[config.mk]
export PLATFORM = sky130hd
export DESIGN_NAME = ipair_issue
export DESIGN_NICKNAME = d
export VERILOG_FILES = /design/src/rtl/ipair_pkg.sv /design/src/rtl/ipair_src_hit.sv /design/src/rtl/ipair_ld_shadow.sv /design/src/rtl/ipair_issue.sv
export SDC_FILE = /design/constraint.sdc
export NUM_CORES = 1
export LEC_CHECK = 0
export BUFFER_PORTS_ARGS = -buffer_cell sky130_fd_sc_hd__buf_2
export CAP_MARGIN = 20
export CORE_MARGIN = 2
export CORE_UTILIZATION = 40
export CTS_CLUSTER_DIAMETER = 100
export DETAILED_ROUTE_END_ITERATION = 8
export PLACE_DENSITY = 0.86
export SYNTH_ARGS = -nofsm -noshare
export SYNTH_HDL_FRONTEND = slang
export SYNTH_SLANG_ARGS = --single-unit
[constraint.sdc]
create_clock -name clk -period 1.62 [get_ports clk]
set_input_delay 0.081 -clock clk [delete_from_list [all_inputs] [get_ports clk]]
set_output_delay 0.081 -clock clk [all_outputs]
set_load 0.01 [all_outputs]
[src/rtl/ipair_pkg.sv]
// Shared class codes for the pairing logic.
// Assumes the decoder maps every instruction onto one of four classes.
package ipair_pkg;
    typedef enum logic [1:0] {
        CLS_INT  = 2'b00,
        CLS_LOAD = 2'b01,
        CLS_FP   = 2'b10,
        CLS_MISC = 2'b11
    } icls_e;
endpackage

[src/rtl/ipair_src_hit.sv]
// Compares two enabled source tags against one register tag.
// Assumes that cmp_vld qualifies cmp_tag; the result is purely combinational.
module ipair_src_hit #(
    parameter int TAG_W = 6
) (
    input  logic [TAG_W-1:0] src_a,
    input  logic [TAG_W-1:0] src_b,
    input  logic [1:0]       src_en,
    input  logic [TAG_W-1:0] cmp_tag,
    input  logic             cmp_vld,
    output logic             hit
);
    // Raise hit when either enabled source reads the compared tag.
    always_comb begin
        hit = cmp_vld && ((src_en[0] && (src_a == cmp_tag)) ||
                          (src_en[1] && (src_b == cmp_tag)));
    end
endmodule

[src/rtl/ipair_ld_shadow.sv]
// One-entry record of the load destination whose data is still in flight.
// Assumes the load delay is one cycle, so an entry lives for exactly one cycle.
module ipair_ld_shadow #(
    parameter int TAG_W = 6
) (
    input  logic             clk,
    input  logic             rst_n,
    input  logic             set_vld,
    input  logic [TAG_W-1:0] set_tag,
    output logic             sh_vld,
    output logic [TAG_W-1:0] sh_tag
);
    // Capture this cycle's issued load; any other cycle drops the entry.
    always_ff @(posedge clk) begin
        if (!rst_n) begin
            sh_vld <= 1'b0;
            sh_tag <= '0;
        end else begin
            sh_vld <= set_vld;
            sh_tag <= set_tag;
        end
    end
endmodule

[src/rtl/ipair_issue.sv]
// Issue decision for a two-slot group: any class on the left, FP on the right.
// Assumes that fetch re-presents unconsumed instructions in order, shifted left.
module ipair_issue #(
    parameter int TAG_W = 6
) (
    input  logic             clk,
    input  logic             rst_n,
    input  logic             lf_valid,
    input  logic [1:0]       lf_cls,
    input  logic [TAG_W-1:0] lf_src_a,
    input  logic [TAG_W-1:0] lf_src_b,
    input  logic [1:0]       lf_src_en,
    input  logic [TAG_W-1:0] lf_dst,
    input  logic             lf_dst_we,
    input  logic             rt_valid,
    input  logic [1:0]       rt_cls,
    input  logic [TAG_W-1:0] rt_src_a,
    input  logic [TAG_W-1:0] rt_src_b,
    input  logic [1:0]       rt_src_en,
    input  logic [TAG_W-1:0] rt_dst,
    input  logic             rt_dst_we,
    output logic             issue_left,
    output logic             issue_right,
    output logic [1:0]       consumed
);
    import ipair_pkg::*;

    localparam int NSLOT = 2;

    logic [NSLOT-1:0][TAG_W-1:0] slot_a, slot_b;
    logic [NSLOT-1:0][1:0]       slot_en;
    logic [NSLOT-1:0]            sh_hit;
    logic                        sh_vld;
    logic [TAG_W-1:0]            sh_tag;
    logic                        raw_hit, waw_hit, cls_ok;

    // Gather both slots' source fields into arrays for the per-slot compare.
    always_comb begin
        slot_a[0]  = lf_src_a;
        slot_b[0]  = lf_src_b;
        slot_en[0] = lf_src_en;
        slot_a[1]  = rt_src_a;
        slot_b[1]  = rt_src_b;
        slot_en[1] = rt_src_en;
    end

    ipair_ld_shadow #(.TAG_W(TAG_W)) u_shadow (
        .clk     (clk),
        .rst_n   (rst_n),
        .set_vld (issue_left && (lf_cls == CLS_LOAD) && lf_dst_we),
        .set_tag (lf_dst),
        .sh_vld  (sh_vld),
        .sh_tag  (sh_tag)
    );

    for (genvar g = 0; g < NSLOT; g++) begin : g_shadow_cmp
        ipair_src_hit #(.TAG_W(TAG_W)) u_hit (
            .src_a   (slot_a[g]),
            .src_b   (slot_b[g]),
            .src_en  (slot_en[g]),
            .cmp_tag (sh_tag),
            .cmp_vld (sh_vld),
            .hit     (sh_hit[g])
        );
    end

    ipair_src_hit #(.TAG_W(TAG_W)) u_pair_raw (
        .src_a   (rt_src_a),
        .src_b   (rt_src_b),
        .src_en  (rt_src_en),
        .cmp_tag (lf_dst),
        .cmp_vld (lf_dst_we),
        .hit     (raw_hit)
    );

    // Flag two writers of the same tag and check the slot-role rule.
    always_comb begin
        waw_hit = lf_dst_we && rt_dst_we && (lf_dst == rt_dst);
        cls_ok  = (rt_cls == CLS_FP) && (lf_cls != CLS_FP);
    end

    // Issue in order: the left slot first, and the right slot only behind it.
    always_comb begin
        issue_left  = lf_valid && !sh_hit[0];
        issue_right = issue_left && rt_valid && cls_ok && !sh_hit[1] &&
                      !raw_hit && !waw_hit;
        consumed    = {1'b0, issue_left} + {1'b0, issue_right};
    end
endmodule

==> results.sh, run 1 <==
export IMPL_status="complete, but fails checks"
export IMPL_failed_checks="negative setup slack"
export IMPL_final_setup_vio_count=3
export IMPL_synthesis_nets=135
export IMPL_cpPeakStageDelay_ns=0.39
export IMPL_route_vias_total=820
export IMPL_critPathBufInv=1
export IMPL_initial_core_util_pct=43.3
export IMPL_rr_worst_depth=5
export IMPL_viasPerCell=4.94
export IMPL_remaining_number_of_nets_flagged_by_the_antenna_check_after_routing=0
export IMPL_die_footprint_um2=2250
export IMPL_pwr_share_seq_pct=34.0
export IMPL_maxCapViolCount=0
export IMPL_crit_arrival_ns=1.84
export IMPL_grt_antenna_before_repair=0
export IMPL_power_frac_clock_pct=27.8
export IMPL_synth_area_top_cells="sky130_fd_sc_hd__xor2_1, sky130_fd_sc_hd__xnor2_1, sky130_fd_sc_hd__dfxtp_1"
export IMPL_crit_path_top_delay_cell="sky130_fd_sc_hd__o41ai_2"
export IMPL_floorplan_rows=15
export IMPL_detail_route_wl_per_cell_um=13.0
export IMPL_detailedPlacementHpwl_mm=1.88
export IMPL_slew_headroom_pct=80.0
export IMPL_synth_area_leader_cell="sky130_fd_sc_hd__xor2_1"
export IMPL_hold_path_endpoint="u_shadow.sh_tag[5]"
export IMPL_setup_total_negative_slack_ns=-0.518
export IMPL_end_kind="output port"
export IMPL_largest_net_degree_at_the_start_of_global_routing=8
export IMPL_syn_mean_instance_area_um2=9.00
export IMPL_clock_sinks=7
export IMPL_grt_first_pass_wirelength_mm=3.17
export IMPL_internal_power_mw=0.397
export IMPL_cp_cell_sequence="xor2_1, o41ai_2, nor2_2, and4_1, ha_1, buf_2"
export IMPL_top_level_ports=54
export IMPL_synthSimpleGateAreaFrac_pct=23.8
export IMPL_core_region_area_um2=1750
export IMPL_tritoncts="built"
export IMPL_cts_buffers=3
export IMPL_cpLargestDelayFamily="compound AO/OA/AOI/OAI gates"
export IMPL_synth_lib_cells_used_distinct=21
export IMPL_syn_instance_count=84
export IMPL_holdCritStartpoint="rst_n"
export IMPL_synth_area_mux_share_pct=0
export IMPL_detail_route_wirelength_mm=2.16
export IMPL_synth_adder_area_share_pct=1.66
export IMPL_track_usage_pct=20.1
export IMPL_cts_buffer_depth=2
export IMPL_clock_tree_htree_level_count=1
export IMPL_synth_compound_area_share_pct=4.14
export IMPL_setup_worst_path_class="register to output port"
export IMPL_synth_top_cell_area_share_pct=24.3
export IMPL_timing_final_hold_violations=0
export IMPL_path_max_fanout=4
export IMPL_hold_depth=2
export IMPL_grt_pass1_vias=798
export IMPL_p_leak_nw=0.516
export IMPL_worstMarginPinSlew_ns=0.296
export IMPL_setup_slack_ns=-0.297
export IMPL_drt_first_pass_iters=4
export IMPL_cp_start_kind="register"
export IMPL_insertedDiodeCount=0
export IMPL_dp_worst_setup_slack_ns=-0.154
export IMPL_clkSlewWorstSetupHoldPaths_ns=0.06
export IMPL_timing_final_max_slew_violations=0
export IMPL_port_buffer_count=53
export IMPL_syn_to_final_growth_pct=50.3
export IMPL_postLayoutCoreUtil_pct=65.1
export IMPL_dieWidth_um=47.5
export IMPL_detail_route_iter0_violations=7
export IMPL_combined_area_of_all_synthesized_cells_um2=756
export IMPL_globalRoute_totalOverflow=0
export IMPL_worst_skew_pair_late_latency_ns=0.25
export IMPL_period_minus_slack_ns=1.92
export IMPL_drc=0
export IMPL_drive_above_1_share_pct=51.8
export IMPL_max_freq_mhz=522
export IMPL_power_switching_fraction_pct=31.1
export IMPL_regToRegStartpoint="u_shadow.sh_tag[4]"
export IMPL_p_comb_share_pct=38.2
export IMPL_synth_seq_area_share_pct=18.5
export IMPL_clock_tree_root_cell="sky130_fd_sc_hd__clkbuf_4"
export IMPL_highest_ir_drop_seen_on_vdd_uv=287
export IMPL_dominant_combinational_cell_family_by_area_after_synthesis="XOR/XNOR gates"
export IMPL_grt_setup_unrepaired="yes"
export IMPL_portion_of_the_clock_cycle_consumed_by_the_worst_path_in_the_final_layout_pct=118
export IMPL_clock_skew_final_ns=0.00399
export IMPL_ff2ff_setup_slack_ns=0.22
export IMPL_synthXorXnorAreaFrac_pct=49.7
export IMPL_worst_ep_required_time_ns=1.54
export IMPL_die_height_um=47.5
export IMPL_timing_rr_end="u_shadow.sh_vld"
export IMPL_seq_cells_post_synth=7
export IMPL_synth_warning_count=0
export IMPL_hold_wc_path_type="input pin to register"
export IMPL_number_of_nets_at_the_end_of_the_flow=193
export IMPL_p_sw_mw=0.179
export IMPL_gpl_final_weighted_congestion=0.841
export IMPL_power_per_cell_area_nw_per_um2=507
logic make-up after synthesis:
group / count (synthesis)
flip-flops: 7
buffers and inverters: 2
adder cells (fa/ha/maj): 1
AO/OA/AOI/OAI: 4
AND/OR/NAND/NOR: 28
XOR/XNOR: 42
power groups by stage:
| stage | Combinational, mW | Sequential (mW) | Clock, mW |
|---|---|---|---|
| finish | 0.220 | 0.196 | 0.160 |
| detailed placement | 0.206 | 0.200 | 0 |
| global route | 0.242 | 0.197 | 0.177 |
| CTS | 0.220 | 0.197 | 0.167 |
| floorplan | 0.112 | 0.193 | 0 |
| global placement | 0.198 | 0.199 | 0 |
how the worst max path moves through the flow:
stage | slack (ns) | cells past startpoint | startpoint | endpoint
after global placement | -0.07 | 7 | u_shadow.sh_tag[2] | consumed[0]
after global routing | -0.38 | 7 | u_shadow.sh_tag[1] | consumed[0]
final | -0.30 | 6 | u_shadow.sh_tag[4] | consumed[0]
after floorplan | 0.007 | 7 | u_shadow.sh_tag[2] | consumed[0]
after CTS | -0.32 | 7 | u_shadow.sh_tag[0] | consumed[0]
after detailed placement | -0.15 | 7 | u_shadow.sh_tag[2] | consumed[0]
cells in the final DEF (no fill, tap or decap), types with 2 or more instances in the layout:
cell                       synthesis  layout
sky130_fd_sc_hd__buf_4             0       2
sky130_fd_sc_hd__nor4_2            1       3
sky130_fd_sc_hd__nor4_1            4       2
sky130_fd_sc_hd__clkbuf_4          0       3
sky130_fd_sc_hd__nand4_1           4       4
sky130_fd_sc_hd__and4_1            2       2
sky130_fd_sc_hd__o21ai_0           2       2
sky130_fd_sc_hd__xnor2_1          20      17
sky130_fd_sc_hd__xor2_1           21      21
sky130_fd_sc_hd__xnor2_2           1       4
sky130_fd_sc_hd__dfxtp_2           0       2
sky130_fd_sc_hd__and2_1            6       6
sky130_fd_sc_hd__nor3_1            2       2
sky130_fd_sc_hd__nand3_1           5       5
sky130_fd_sc_hd__buf_2             0      52
sky130_fd_sc_hd__dfxtp_4           0       4
metal layers:
layer  track usage (%)  vias up  wire (um)
li1                  -      404          -
met1              22.5      377        830
met2              37.3       37       1140
met3              4.15        2        166
met4              6.67        0         19
met5                 0        -          0
sequential cells by signal, indices dropped and copies added, names as in the netlist:
register / flops
u_shadow.sh_tag: 6
u_shadow.sh_vld: 1
layout make-up:
cell class | instances | area (um^2)
clock buffers | 4 | 26.3
fillers | 165 | 609
multi-input cells | 75 | 634
flip-flops and latches | 7 | 158
well taps | 25 | 31.3
repair buffers | 55 | 287
cell usage after synthesis:
cell / count
sky130_fd_sc_hd__xor2_1: 21
sky130_fd_sc_hd__xnor2_1: 20
sky130_fd_sc_hd__dfxtp_1: 7
sky130_fd_sc_hd__and2_1: 6
sky130_fd_sc_hd__nand3_1: 5
sky130_fd_sc_hd__nand4_1: 4
sky130_fd_sc_hd__nor4_1: 4
sky130_fd_sc_hd__and4_1: 2
sky130_fd_sc_hd__nor3_1: 2
sky130_fd_sc_hd__o21ai_0: 2
sky130_fd_sc_hd__a21oi_1: 1
sky130_fd_sc_hd__buf_6: 1
sky130_fd_sc_hd__clkbuf_2: 1
sky130_fd_sc_hd__ha_1: 1
sky130_fd_sc_hd__nand2b_1: 1
sky130_fd_sc_hd__nand4b_1: 1
sky130_fd_sc_hd__nor2_2: 1
sky130_fd_sc_hd__nor2b_1: 1
sky130_fd_sc_hd__nor4_2: 1
sky130_fd_sc_hd__o41ai_2: 1
sky130_fd_sc_hd__xnor2_2: 1
what timing repair did:
| item | 4_1_cts | 5_1_grt |
|---|---|---|
| setup endpoints to repair | 3 | 5 |
| cloned | 0 | 0 |
| resized for setup | 9 | 7 |
| hold buffers | 0 | 0 |
| pin swaps | 4 | 4 |
| buffers inserted | 4 | 0 |
stage by stage:
step | total power [mW] | std cells | hold slack, ns | instance area [um^2]
floorplan | 0.305 | 84 | 0.203 | 758
detailed placement | 0.407 | 160 | 0.372 | 1040
CTS | 0.585 | 168 | 0.116 | 1120
finish | 0.576 | 166 | 0.112 | 1140
global route | 0.616 | 166 | 0.131 | 1140
global placement | 0.397 | 160 | 0.350 | 1040
Note: power is estimated with default switching activity, not from simulation.
==> run 2, diff against run 1 <==
- SETUP_SLACK_MARGIN: default -> 0.2
- clock period: 1.62 -> 1.8 ns (I/O delays scaled with it)
==> run 2 against run 1 <==
Effect of this change: the run still ends with negative setup slack left; via count up 1.3%; highest routed layer unchanged; global-route usage up 0.51 points; combinational power about the same; clock-buffer cell count unchanged; final area up 7.3%.
==> results.sh, run 2 (same netlist as run 1, synthesis figures left out) <==
export IMPL_finalPower_mw=0.540
export IMPL_tritoncts="built"
export IMPL_worst_skew_pair_late_latency_ns=0.25
export IMPL_grt_setup_unrepaired="yes"
export IMPL_crit_arrival_ns=1.83
export IMPL_highest_ir_drop_seen_on_vdd_uv=319
export IMPL_clkSlewWorstSetupHoldPaths_ns=0.06
export IMPL_max_freq_mhz=520
export IMPL_drive_above_1_share_pct=55.9
export IMPL_dp_cell_count=160
export IMPL_maxCapViolCount=0
export IMPL_hold_wc_path_type="input pin to register"
export IMPL_crit_path_top_delay_cell="sky130_fd_sc_hd__dfxtp_4"
export IMPL_period_minus_slack_ns=1.92
export IMPL_rr_worst_depth=6
export IMPL_timing_final_hold_violations=0
export IMPL_cpLargestDelayFamily="simple AND/OR/NAND/NOR gates"
export IMPL_core_region_area_um2=1750
export IMPL_initial_core_util_pct=43.3
export IMPL_grt_antenna_before_repair=0
export IMPL_clock_sinks=7
export IMPL_worstMarginPinSlew_ns=0.401
export IMPL_setup_slack_ns=-0.122
export IMPL_floorplan_rows=15
export IMPL_cts_buffer_depth=2
export IMPL_holdCritStartpoint="lf_cls[0]"
export IMPL_slew_headroom_pct=73.0
export IMPL_drt_first_pass_iters=4
export IMPL_final_setup_vio_count=3
export IMPL_clock_tree_root_cell="sky130_fd_sc_hd__clkbuf_4"
export IMPL_cpPeakStageDelay_ns=0.36
export IMPL_top_level_ports=54
export IMPL_largest_register_ff_count=6
export IMPL_final_instance_count_excl_fill=168
export IMPL_largest_net_degree_at_the_start_of_global_routing=8
export IMPL_detail_route_wirelength_mm=2.46
export IMPL_failed_checks="negative setup slack"
export IMPL_timing_final_max_slew_violations=0
export IMPL_status="complete, but fails checks"
export IMPL_fin_hold_ws_ns=0.105
export IMPL_die_footprint_um2=2250
export IMPL_remaining_number_of_nets_flagged_by_the_antenna_check_after_routing=0
export IMPL_insertedDiodeCount=0
export IMPL_clock_skew_final_ns=0.00338
export IMPL_p_leak_nw=0.548
export IMPL_track_usage_pct=20.6
export IMPL_dp_worst_setup_slack_ns=0.0350
export IMPL_globalRoute_totalOverflow=0
export IMPL_final_area_um2=1220
export IMPL_detail_route_wl_per_cell_um=14.6
export IMPL_hold_path_endpoint="u_shadow.sh_vld"
export IMPL_number_of_nets_at_the_end_of_the_flow=195
export IMPL_reg_largest_list="u_shadow.sh_tag: 6 flops, u_shadow.sh_vld: 1 flops"
export IMPL_drc=0
export IMPL_cts_buffers=3
export IMPL_viasPerCell=4.95
export IMPL_worst_ep_required_time_ns=1.71
export IMPL_grt_first_pass_wirelength_mm=3.11
export IMPL_grt_pass1_vias=742
export IMPL_die_height_um=47.5
export IMPL_hold_depth=2
export IMPL_layout_common_cells="sky130_fd_sc_hd__buf_2, sky130_fd_sc_hd__xor2_1, sky130_fd_sc_hd__xnor2_1"
export IMPL_dieWidth_um=47.5
export IMPL_regToRegStartpoint="u_shadow.sh_tag[5]"
export IMPL_portion_of_the_clock_cycle_consumed_by_the_worst_path_in_the_final_layout_pct=107
export IMPL_postPlaceCellArea_um2=1050
export IMPL_power_per_cell_area_nw_per_um2=443
export IMPL_critPathLaunch="u_shadow.sh_tag[5]"
export IMPL_ff2ff_setup_slack_ns=0.32
export IMPL_cp_cell_sequence="xnor2_2, nand3_1, o41ai_2, nor2_2, and4_4, ha_4, buf_6"
export IMPL_detail_route_iter0_violations=12
export IMPL_gpl_final_weighted_congestion=0.816
export IMPL_port_buffer_count=53
export IMPL_syn_to_final_growth_pct=61.3
export IMPL_cp_start_kind="register"
export IMPL_timing_rr_end="u_shadow.sh_vld"
export IMPL_fillerInstances=140
export IMPL_route_vias_total=831
export IMPL_clock_tree_htree_level_count=1
export IMPL_detailedPlacementHpwl_mm=1.82
export IMPL_registers_top_by_ff_count="u_shadow.sh_tag"
export IMPL_end_kind="output port"
export IMPL_critPathBufInv=1
export IMPL_path_max_fanout=4
export IMPL_setup_worst_path_class="register to output port"
export IMPL_commonest_non_fill_non_tap_cell_in_the_layout="sky130_fd_sc_hd__buf_2"
## run 2: worst max-delay path by stage
stage,slack (ns),to,cells past startpoint
floorplan,0.22,consumed[0],7
global placement,0.09,consumed[0],7
detailed placement,0.04,consumed[0],7
CTS,-0.09,consumed[0],7
global route,-0.24,consumed[0],7
finish,-0.12,consumed[0],7
## run 2: per-stage QoR
stage | util [%] | TNS (ns)
after floorplan | - | 0
after detailed placement | 60.4 | 0
after CTS | 65.8 | -0.0953
final | 69.8 | -0.186
after global routing | 69.8 | -0.542
after global placement | 60.4 | 0
## run 2: repair_timing
| item | CTS | global route |
|---|---|---|
| pin swaps | 8 | 9 |
| setup endpoints to repair | 4 | 4 |
| gates cloned | 0 | 0 |
| setup buffers | 1 | 3 |
| hold buffers | 0 | 0 |
| gates resized for setup | 15 | 9 |
## run 2: metal layers
layer / global-route usage [%] / wire length (um) / vias up / share of wire (%)
met1: 22.4 / 925 / 380 / 38
li1: - / - / 404 / -
met4: 16.7 / 38 / 0 / 1.5
met3: 3.77 / 175 / 4 / 7.1
met2: 34.6 / 1320 / 43 / 54
met5: 0 / 0 / - / 0
## run 2: cell type report
type	count	area (um^2)	share of cell area [%]
Multi-Input combinational cell	75	673	55.2
Timing Repair Buffer	57	328	26.9
Sequential cell	7	160	13.1
Tap cell	25	31.3	2.57
Clock buffer	4	26.3	2.16
## run 2: where the power goes
part,internal [mW],leakage (nW),switching [mW]
Clock,0.0847,0.0150,0.0593
Combinational,0.124,0.472,0.0956
Sequential,0.160,0.0613,0.0161
==> run 3, diff against run 2 <==
- CELL_PAD_IN_SITES_DETAIL_PLACEMENT: default -> 1
- CELL_PAD_IN_SITES_GLOBAL_PLACEMENT: default -> 2
- CORE_ASPECT_RATIO: default -> 1.75
- CORE_UTILIZATION: 40 -> 21
==> run 3 against run 2 <==
Effect of this change: via count decreased by 1.9%; non-clock buffer count decreased by 1; global-route usage decreased by 7.3 points; critical endpoint unchanged; the run still ends with negative setup slack left; register-to-register slack improved by 0.04 ns.
==> results.sh, run 3 (same netlist as run 1, synthesis figures left out) <==
export IMPL_status="complete, but fails checks"
export IMPL_failed_checks="negative setup slack"
export IMPL_grt_pass1_vias=925
export IMPL_layout_common_cells="sky130_fd_sc_hd__buf_2, sky130_fd_sc_hd__xor2_1, sky130_fd_sc_hd__xnor2_1"
export IMPL_period_minus_slack_ns=1.83
export IMPL_reg_largest_list="u_shadow.sh_tag: 6 flops, u_shadow.sh_vld: 1 flops"
export IMPL_clkSlewWorstSetupHoldPaths_ns=0.04
export IMPL_worst_ep_required_time_ns=1.71
export IMPL_die_height_um=83.4
export IMPL_crit_arrival_ns=1.74
export IMPL_fillerInstances=438
export IMPL_worst_skew_pair_late_latency_ns=0.23
export IMPL_hold_buffers=0
export IMPL_grt_setup_unrepaired="yes"
export IMPL_gpl_final_weighted_congestion=0.733
export IMPL_internal_power_mw=0.430
export IMPL_insertedDiodeCount=0
export IMPL_timing_rr_end="u_shadow.sh_vld"
export IMPL_viasPerCell=4.36
export IMPL_max_freq_mhz=546
export IMPL_detailedPlacementHpwl_mm=2.26
export IMPL_rr_worst_depth=6
export IMPL_worstMarginPinSlew_ns=0.268
export IMPL_cp_cell_sequence="xnor2_2, nand3_1, o41ai_2, nor2_2, and4_4, ha_4, buf_6"
export IMPL_number_of_nets_at_the_end_of_the_flow=194
export IMPL_port_buffer_count=53
export IMPL_fin_hold_ws_ns=0.133
export IMPL_cts_buffer_depth=2
export IMPL_critPathBufInv=1
export IMPL_die_footprint_um2=4110
export IMPL_initial_core_util_pct=22.2
export IMPL_cts_buffers=3
export IMPL_detail_route_wl_per_cell_um=13.4
export IMPL_cpLargestDelayFamily="flip-flops"
export IMPL_setup_slack_ns=-0.0303
export IMPL_postLayoutCoreUtil_pct=35.9
export IMPL_track_usage_pct=13.3
export IMPL_critPathLaunch="u_shadow.sh_tag[3]"
export IMPL_power_frac_clock_pct=37.1
export IMPL_power_per_cell_area_nw_per_um2=500
export IMPL_power_switching_fraction_pct=29.3
export IMPL_p_sw_mw=0.179
export IMPL_drt_first_pass_iters=3
export IMPL_detail_route_iter0_violations=3
export IMPL_end_kind="output port"
export IMPL_slew_headroom_pct=82.0
export IMPL_pwr_share_seq_pct=29.0
export IMPL_floorplan_rows=28
export IMPL_critical_path_cell_count=7
export IMPL_ff2ff_setup_slack_ns=0.36
export IMPL_clock_tree_root_cell="sky130_fd_sc_hd__clkbuf_8"
export IMPL_grt_first_pass_wirelength_mm=4.33
export IMPL_tritoncts="built"
export IMPL_crit_path_top_delay_cell="sky130_fd_sc_hd__dfxtp_4"
export IMPL_cp_start_kind="register"
export IMPL_largest_net_degree_at_the_start_of_global_routing=8
export IMPL_final_setup_vio_count=2
export IMPL_setup_total_negative_slack_ns=-0.0503
export IMPL_hold_wc_path_type="input pin to register"
export IMPL_setup_worst_path_class="register to output port"
export IMPL_route_vias_total=815
export IMPL_syn_to_final_growth_pct=61.3
export IMPL_drc=0
export IMPL_grt_antenna_before_repair=0
export IMPL_commonest_non_fill_non_tap_cell_in_the_layout="sky130_fd_sc_hd__buf_2"
export IMPL_clock_sinks=7
export IMPL_regToRegStartpoint="u_shadow.sh_tag[3]"
export IMPL_top_level_ports=54
export IMPL_maxCapViolCount=0
export IMPL_clock_tree_htree_level_count=1
export IMPL_detail_route_wirelength_mm=2.52
export IMPL_dieWidth_um=49.3
export IMPL_globalRoute_totalOverflow=0
export IMPL_highest_ir_drop_seen_on_vdd_uv=357
export IMPL_timing_final_hold_violations=0
export IMPL_remaining_number_of_nets_flagged_by_the_antenna_check_after_routing=0
export IMPL_cpPeakStageDelay_ns=0.38
export IMPL_largest_register_ff_count=6
export IMPL_clock_skew_final_ns=0.00245
export IMPL_p_comb_share_pct=33.9
export IMPL_registers_top_by_ff_count="u_shadow.sh_tag"
export IMPL_path_max_fanout=4
export IMPL_endpoint="consumed[0]"
export IMPL_core_region_area_um2=3400
export IMPL_p_leak_nw=0.531
export IMPL_drive_above_1_share_pct=53.5
export IMPL_portion_of_the_clock_cycle_consumed_by_the_worst_path_in_the_final_layout_pct=102
export IMPL_finalPower_mw=0.609
export IMPL_timing_final_max_slew_violations=0
run 3: per-layer routing:
metal	track usage [%]	share of wire (%)	up-vias
li1	-	-	405
met1	14.2	36	367
met2	24.9	55	40
met3	3.42	7.7	3
met4	3.12	0.87	0
met5	0	0	-
run 3: power groups by stage:
stage / sequential, mW / combinational, mW / clock, mW
after floorplan: 0.174 / 0.103 / 0
after global placement: 0.180 / 0.188 / 0
after detailed placement: 0.181 / 0.194 / 0
after CTS: 0.179 / 0.201 / 0.230
after global routing: 0.178 / 0.229 / 0.242
final: 0.176 / 0.206 / 0.226
run 3: final cells by class:
cell class | instances | area (um^2) | area share [%]
Sequential cell | 7 | 158 | 12.9
Clock buffer | 4 | 45.0 | 3.70
Tap cell | 45 | 56.3 | 4.62
Timing Repair Buffer | 56 | 310 | 25.5
Multi-Input combinational cell | 75 | 649 | 53.3
run 3: worst min path at each step:
stage               from                  to  slack [ns]  depth (start not counted)
6_report       lf_cls[0]     u_shadow.sh_vld        0.13                          2
5_1_grt        lf_cls[0]     u_shadow.sh_vld        0.15                          2
4_1_cts        lf_cls[0]     u_shadow.sh_vld        0.13                          2
3_5_place_dp   lf_cls[0]     u_shadow.sh_vld        0.38                          2
3_3_place_gp   lf_cls[0]     u_shadow.sh_vld        0.37                          2
2_1_floorplan  lf_dst[3]  u_shadow.sh_tag[3]        0.21                          1
run 3: worst reg2reg max path, delay by kind of cell (launching register included):
kind,cells,cell delay [ns]
and+or+nand+nor,3,0.38
DFF,1,0.38
xor gates and xnor gates,1,0.11
AOI/OAI and AO/OA,1,0.31
buffers and inverters,1,0.16
run 3: through the flow:
| stage | area (um^2) | cells | worst slack [ns] |
|---|---|---|---|
| global route | 1220 | 187 | -0.149 |
| finish | 1220 | 187 | -0.0303 |
| global placement | 1090 | 181 | 0.0992 |
| floorplan | 773 | 84 | 0.221 |
| CTS | 1170 | 186 | -0.0668 |
| detailed placement | 1090 | 181 | 0.0836 |
run 3: repair_timing:
action                                  in CTS  in global routing
endpoints found under the setup margin       4                  4
pin swaps                                    5                  5
endpoints found under the hold margin        0                  0
gates resized for setup                      9                  8
gates cloned                                 0                  0
setup buffers                                1                  1
